<file path="config.mk">
export PLATFORM = sky130hd
export DESIGN_NAME = masked_gf_mult
export DESIGN_NICKNAME = d
export VERILOG_FILES = /design/src/rtl/gfm_pkg.sv /design/src/rtl/gf8_bitmul.sv /design/src/rtl/isw_mix.sv /design/src/rtl/masked_gf_mult.sv
export SDC_FILE = /design/constraint.sdc
export NUM_CORES = 1
export LEC_CHECK = 0
export BUFFER_PORTS_ARGS = -buffer_cell sky130_fd_sc_hd__buf_2
export CAP_MARGIN = 20
export CORE_MARGIN = 2
export CORE_UTILIZATION = 60
export CTS_CLUSTER_SIZE = 14
export DETAILED_ROUTE_END_ITERATION = 7
export PLACE_DENSITY = 0.78
export SYNTH_ARGS = -nofsm -noshare
export SYNTH_HDL_FRONTEND = slang
export SYNTH_SLANG_ARGS = --single-unit
</file>
<file path="constraint.sdc">
create_clock -name clk -period 0.95 [get_ports clk]
set_input_delay 0.0475 -clock clk [delete_from_list [all_inputs] [get_ports clk]]
set_output_delay 0.0475 -clock clk [all_outputs]
set_load 0.01 [all_outputs]
</file>
<file path="src/rtl/gfm_pkg.sv">
package gfm_pkg;
    localparam int unsigned BYTE_W = 8;
    localparam logic [7:0] RED_POLY = 8'h1B;

    // x^n reduced modulo x^8+x^4+x^3+x+1
    function automatic logic [7:0] basis_pow(input int unsigned n);
        logic [7:0] v;
        v = 8'h01;
        for (int unsigned s = 0; s < n; s++) begin
            v = v[7] ? ((v << 1) ^ RED_POLY) : (v << 1);
        end
        return v;
    endfunction

    // Set of index pairs (bit i*8+j) feeding result bit k
    function automatic logic [63:0] term_set(input int unsigned k);
        logic [63:0] s;
        logic [7:0] bp;
        s = '0;
        for (int unsigned i = 0; i < 8; i++) begin
            for (int unsigned j = 0; j < 8; j++) begin
                bp = basis_pow(i + j);
                s[i*8+j] = bp[k];
            end
        end
        return s;
    endfunction

    // Random byte index for share pair lo<hi
    function automatic int unsigned pair_idx(input int unsigned lo, input int unsigned hi,
                                             input int unsigned n);
        return lo * n - (lo * (lo + 1)) / 2 + (hi - lo - 1);
    endfunction

    // Shift-and-add product, used only by the checker
    function automatic logic [7:0] gf_mul_ref(input logic [7:0] x, input logic [7:0] y);
        logic [7:0] acc, xx;
        acc = '0;
        xx  = x;
        for (int unsigned s = 0; s < 8; s++) begin
            if (y[s]) acc = acc ^ xx;
            xx = xx[7] ? ((xx << 1) ^ RED_POLY) : (xx << 1);
        end
        return acc;
    endfunction
endpackage

</file>
<file path="src/rtl/gf8_bitmul.sv">
module gf8_bitmul
    import gfm_pkg::*;
(
    input  logic [BYTE_W-1:0] a_i,
    input  logic [BYTE_W-1:0] b_i,
    output logic [BYTE_W-1:0] p_o
);
    logic [63:0] and_terms;

    // All 64 AND terms, indexed i*8+j
    genvar gi, gj, gk;
    generate
        for (gi = 0; gi < 8; gi++) begin : g_row
            for (gj = 0; gj < 8; gj++) begin : g_col
                assign and_terms[gi*8+gj] = a_i[gi] & b_i[gj];
            end
        end
        for (gk = 0; gk < 8; gk++) begin : g_bit
            localparam logic [63:0] SET_K = term_set(gk);
            assign p_o[gk] = ^(and_terms & SET_K);
        end
    endgenerate
endmodule

</file>
<file path="src/rtl/isw_mix.sv">
module isw_mix
    import gfm_pkg::*;
#(
    parameter int unsigned NSH = 3
) (
    input  logic [NSH*NSH*BYTE_W-1:0]         pp_i,
    input  logic [NSH*(NSH-1)/2*BYTE_W-1:0]   rnd_i,
    output logic [NSH*BYTE_W-1:0]             sh_o
);
    logic [BYTE_W-1:0] rm [NSH][NSH];

    genvar gi, gj;
    generate
        for (gi = 0; gi < NSH; gi++) begin : g_i
            for (gj = 0; gj < NSH; gj++) begin : g_j
                if (gi < gj) begin : g_up
                    localparam int unsigned P = pair_idx(gi, gj, NSH);
                    assign rm[gi][gj] = rnd_i[P*BYTE_W +: BYTE_W];
                end else if (gi > gj) begin : g_lo
                    localparam int unsigned P = pair_idx(gj, gi, NSH);
                    // (r XOR a_lo*b_hi) XOR a_hi*b_lo, bracket order kept
                    assign rm[gi][gj] = (rnd_i[P*BYTE_W +: BYTE_W]
                                         ^ pp_i[(gj*NSH+gi)*BYTE_W +: BYTE_W])
                                         ^ pp_i[(gi*NSH+gj)*BYTE_W +: BYTE_W];
                end else begin : g_dg
                    assign rm[gi][gj] = '0;
                end
            end
        end
    endgenerate

    always_comb begin
        for (int i = 0; i < NSH; i++) begin
            sh_o[i*BYTE_W +: BYTE_W] = pp_i[(i*NSH+i)*BYTE_W +: BYTE_W];
            for (int j = 0; j < NSH; j++) begin
                if (j != i) sh_o[i*BYTE_W +: BYTE_W] = sh_o[i*BYTE_W +: BYTE_W] ^ rm[i][j];
            end
        end
    end
endmodule

</file>
<file path="src/rtl/masked_gf_mult.sv">
module masked_gf_mult
    import gfm_pkg::*;
#(
    parameter int unsigned NSH = 3
) (
    input  logic                            clk,
    input  logic                            rst_n,
    input  logic                            in_valid,
    input  logic [NSH*8-1:0]                a_sh,
    input  logic [NSH*8-1:0]                b_sh,
    input  logic [NSH*(NSH-1)/2*8-1:0]      rnd,
    output logic                            out_valid,
    output logic [NSH*8-1:0]                c_sh
);
    localparam int unsigned SW = NSH * BYTE_W;
    localparam int unsigned NP = NSH * NSH;

    typedef struct packed {
        logic          vld;
        logic [SW-1:0] sh;
    } state_t;

    state_t st_d, st_q;
    logic [NP*BYTE_W-1:0] pp;
    logic [SW-1:0]        mixed;

    // One bit-level multiplier per share pair, each product kept apart
    genvar gi, gj;
    generate
        for (gi = 0; gi < NSH; gi++) begin : g_a
            for (gj = 0; gj < NSH; gj++) begin : g_b
                gf8_bitmul u_pm (
                    .a_i (a_sh[gi*BYTE_W +: BYTE_W]),
                    .b_i (b_sh[gj*BYTE_W +: BYTE_W]),
                    .p_o (pp[(gi*NSH+gj)*BYTE_W +: BYTE_W])
                );
            end
        end
    endgenerate

    isw_mix #(.NSH(NSH)) u_mix (
        .pp_i  (pp),
        .rnd_i (rnd),
        .sh_o  (mixed)
    );

    always_comb begin
        st_d     = st_q;
        st_d.vld = in_valid;
        if (in_valid) st_d.sh = mixed;
    end

    always_ff @(posedge clk or negedge rst_n) begin
        if (!rst_n) st_q <= '0;
        else        st_q <= st_d;
    end

    assign out_valid = st_q.vld;
    assign c_sh      = st_q.sh;
endmodule

</file>
==> flow_summary.yaml, run 1 <==
grt:
  grtUsageTotal_pct: 73.3
  grt_pass1_wl_microns: 97200
  grt_pass1_vias: 15800
  grt_max_degree: 26
  grt_overflow: 25
outcome:
  error: "[ERROR GRT-0116] Global routing finished with congestion. Check the congestion regions in the DRC Viewer."
  outcome: "did not finish"
  lastStage: "global routing (5_1_grt)"
yosys:
  synth-edff-count: 0
  avgSynthCellArea_sq_um: 7.39
  synth_top_area_cell: "xnor2_1"
  synth_nets: 1430
  async_reset_ff_share_pct: 100
  ys_seq_elements: 25
  yosys_warnings: 0
  postSynthCellCount: 1355
  synth_area_leaders: "xnor2_1, xor2_1, nand2_1"
  ys.flop_type: "dfrtp_1"
  yosysUniqueCellTypes: 53
  ys_seq_area_share_pct: 6.24
  synth_area_sq_mm: 0.0100
  synth.top_cell.area_share_pct: 29.1
die:
  ios: 100
  start_util_pct: 60.8
  chipWidth_microns: 133
  fp.dieH_microns: 133
  num_rows: 47
place:
  hpwlAfterDp_microns: 35600
  io_buffers: 99
  gp_congestion: 1.12
  post-place-ws_ps: -1730
clock_tree:
  cts_root_buffer: "clkbuf_16"
  htree_levels: 1
  numCtsBuffers: 3
  cts_sinks: 25
  clk_path_buf_depth: 2
-- per-layer routing --
layer / overflow / global-route usage [%]
met1: 0 / 72.3
met2: 9 / 93.4
met3: 0 / 51.8
met4: 16 / 77.1
met5: 0 / 31.1
-- synthesized netlist by cell type (all sizes together), types with 6 or more instances --
master  count
xnor3      37
o21ai      71
dfrtp      25
inv        18
a21oi      64
nand2b     17
xnor2     340
nor3       15
xor3       11
mux2       20
nor2b       8
xor2      123
nand3      12
or2         6
clkbuf     51
nand2     272
mux2i      16
a22oi      34
nor2       82
a211oi      9
buf        66
-- logic make-up after synthesis --
logic type / after synthesis / share of synthesized area [%]
XOR/XNOR: 511 / 52.8
AND/OR/NAND/NOR: 429 / 17.7
AO/OA/AOI/OAI: 216 / 13.0
buffers and inverters: 138 / 6.38
multiplexers: 36 / 3.88
flip-flops: 25 / 6.24
-- per-stage QoR --
| step | instances | area (sq um) | TNS (ps) |
|---|---|---|---|
| 4_1_cts | 1989 | 15600 | -22510 |
| 3_5_place_dp | 1924 | 13700 | -35490 |
| 3_3_place_gp | 1924 | 13700 | -33740 |
| 2_1_floorplan | 1355 | 10700 | -21750 |
-- what timing repair did --
item / in CTS
hold endpoints to repair: 25
gates resized for setup: 294
hold buffers: 1
pin swaps: 149
buffers inserted: 64
endpoints found under the setup margin: 24
cloned: 1
==> run 2: changes to the inputs <==
Settings changed: CORE_UTILIZATION 60 to 40, CTS_CLUSTER_SIZE 14 to unset, PLACE_DENSITY 0.78 to unset, PLACE_DENSITY_LB_ADDON set to 0.15.
==> run 2 against run 1 <==
The flow now finishes, with violations (setup timing). Area after synthesis stayed put. Synthesized cell count did not move.
==> flow_summary.yaml, run 2 <==
outcome:
  outcome: "complete, but fails checks"
  violations: "setup timing"
yosys:
  postSynthCellCount: 1355
  async_reset_ff_share_pct: 100
  ys_seq_area_share_pct: 6.24
  synth.top_cell.area_share_pct: 29.1
  ys_top_cells_by_count: "xnor2_1, nand2_1, xor2_1"
  ys.flop_type: "dfrtp_1"
  synth_nets: 1430
  yosysUniqueCellTypes: 53
  ys_seq_elements: 25
  synth_top_area_cell: "xnor2_1"
  yosysMostFrequentCell: "xnor2_1"
  synth-edff-count: 0
  yosys_warnings: 0
  synth_area_leaders: "xnor2_1, xor2_1, nand2_1"
  synth_area_sq_mm: 0.0100
  avgSynthCellArea_sq_um: 7.39
route:
  vias: 11500
  viasPerCell: 5.40
  drtIter0Drc: 1074
  wl_per_cell_microns: 23.1
  first_pass_iters: 5
  drtAntennaViolNets: 0
  wl_microns: 49200
  drc_errors: 0
grt:
  grt_pass1_wl_microns: 70400
  grtUsageTotal_pct: 36.4
  grt_pass1_vias: 11300
  antenna_found_initial: 0
  grt_max_degree: 30
  grt_overflow: 0
setup_path:
  max_stage_delay_ps: 470
  reg2reg_depth: 1
  cp.arrival_ps: 2400
  crit_path_cell_trace: "buf_12 > buf_6 > xnor3_2 > nor2_4 > xor2_2 > xnor2_2 > xnor3_1 > xnor3_1 > xnor3_2 > a21oi_2"
  cp_max_fo: 6
  startpoint: "b_sh[14]"
  critPathCaptureType: "flop"
  r2r_end: "c_sh[3]"
  crit_end: "c_sh[17]"
  critical_path_class: "in2reg"
  r2r_start: "c_sh[3]"
  cp-start-kind: "input port"
  crit_required_ps: 1150
  crit_path_top_delay_cell: "xnor3_2"
  rrSetupSlack_ps: 180
clock_tree:
  clk_path_buf_depth: 2
  clock_latency_ps: 270
  numCtsBuffers: 3
  cts.reportedPaths.clkPinSlew_ps: 70
  cts_sinks: 25
  htree_levels: 1
  cts_tree: "yes"
  cts_root_buffer: "clkbuf_16"
place:
  gp_congestion: 0.984
  post-place-ws_ps: -1950
  hpwlAfterDp_microns: 38400
  io_buffers: 99
die:
  chipWidth_microns: 162
  num_rows: 57
  die_area_sq_mm: 0.0263
  start_util_pct: 41.0
  ios: 100
  core-area_sq_mm: 0.0245
  fp.dieH_microns: 162
sta:
  skew_ps: 0
  layout_setup_ws_ps: -1250
  period_share_pct: 232
  slew_headroom_pct: 69.7
  max_freq_mhz: 455
  fin_setup_tns_ps: -23590
  setup_violations: 24
  slew_viol_final: 0
  worst_pin_slew_ps: 452
  fin_crit_ps: 2200
  rsz0062_at_grt: "yes"
  hold_violations: 0
min_path:
  min_path_type: "in2reg"
  min_delay_path_depth: 1
final_layout:
  nets: 1884
  drive_gt1_share_pct: 46.8
  final_cell_mix: "buf_4, nand2_1, xnor2_1, xor2_1, buf_6"
  mostFrequentLayoutCell: "buf_4"
  utilization_pct: 69.5
  largest_register_ff_count: 24
  syn_to_final_growth_pct: 69.7
  num_antenna_cells: 0
power:
  leakage_nw: 7.76
  powerDensity_mw_per_mm2: 1560
  finalPower_mw: 26.5
  peakVddDrop_mv: 1.34
run:
  maxCapViolCount: 0
run 2: cell counts after synthesis:
No cell type changed its count.
run 2: metrics by stage:
stage,hold slack [ps],instances,cell area (sq um)
floorplan,-248,1355,10700
global placement,47.2,2052,14000
detailed placement,60.1,2052,14000
CTS,50.8,2108,16000
global route,58.9,2132,17000
finish,64.5,2132,17000
run 2: worst min-delay path by stage:
| stage | startpoint | endpoint | slack, ps |
|---|---|---|---|
| global route | in_valid | out_valid | 60 |
| floorplan | rst_n | c_sh[0] | -250 |
| global placement | rst_n | c_sh[16] | 50 |
| finish | in_valid | out_valid | 60 |
| detailed placement | rst_n | c_sh[16] | 60 |
| CTS | in_valid | out_valid | 50 |
run 2: final cells by class:
| class | count | area (sq um) |
|---|---|---|
| flip-flops and latches | 25 | 626 |
| clock inverters | 1 | 5.00 |
| multi-input cells | 1193 | 10800 |
| well taps | 324 | 405 |
| fillers | 1988 | 7460 |
| inverters | 21 | 78.8 |
| repair buffers | 565 | 5040 |
| clock buffers | 3 | 75.1 |
run 2: per-layer routing:
metal  GRT usage, %  routed length, microns  vias to the layer above  part of all wire, %
met4           15.3                    2730                        0                  5.5
met1           47.1                   19700                     5566                   40
met2           61.3                   23300                      509                   47
met5              0                       0                        -                    0
li1               -                       -                     5300                    -
met3           4.80                    3440                      131                  7.0
run 2: power breakdown:
group	leakage [nW]	switching (mW)	total (mW)	internal, mW
Sequential	0.282	0.258	1.88	1.62
Combinational	7.44	10.9	23.7	12.8
Clock	0.0409	0.408	0.977	0.569
Total	7.76	11.5	26.5	15.0
run 2: cell families after synthesis:
| logic type | share of synthesized area [%] |
|---|---|
| simple gates | 17.7 |
| buf+inv | 6.38 |
| mux | 3.88 |
| flops | 6.24 |
| xor+xnor | 52.8 |
| compound gates | 13.0 |
run 2: what timing repair did:
item                                    CTS  global route
buffers inserted                         49            34
gates cloned                              4             0
endpoints found under the setup margin   24            24
hold buffers                              1             0
resized for setup                       301           173
pin swaps                               152           133
endpoints found under the hold margin    25             0
run 2: worst max-delay path, delay by kind of cell:
kind	cells	cell delay, ps
AOI/OAI and AO/OA	1	150
xor gates and xnor gates	6	1820
buffers and inverters	2	230
and+or+nand+nor	1	150
Power figures use the tool's default switching activity.
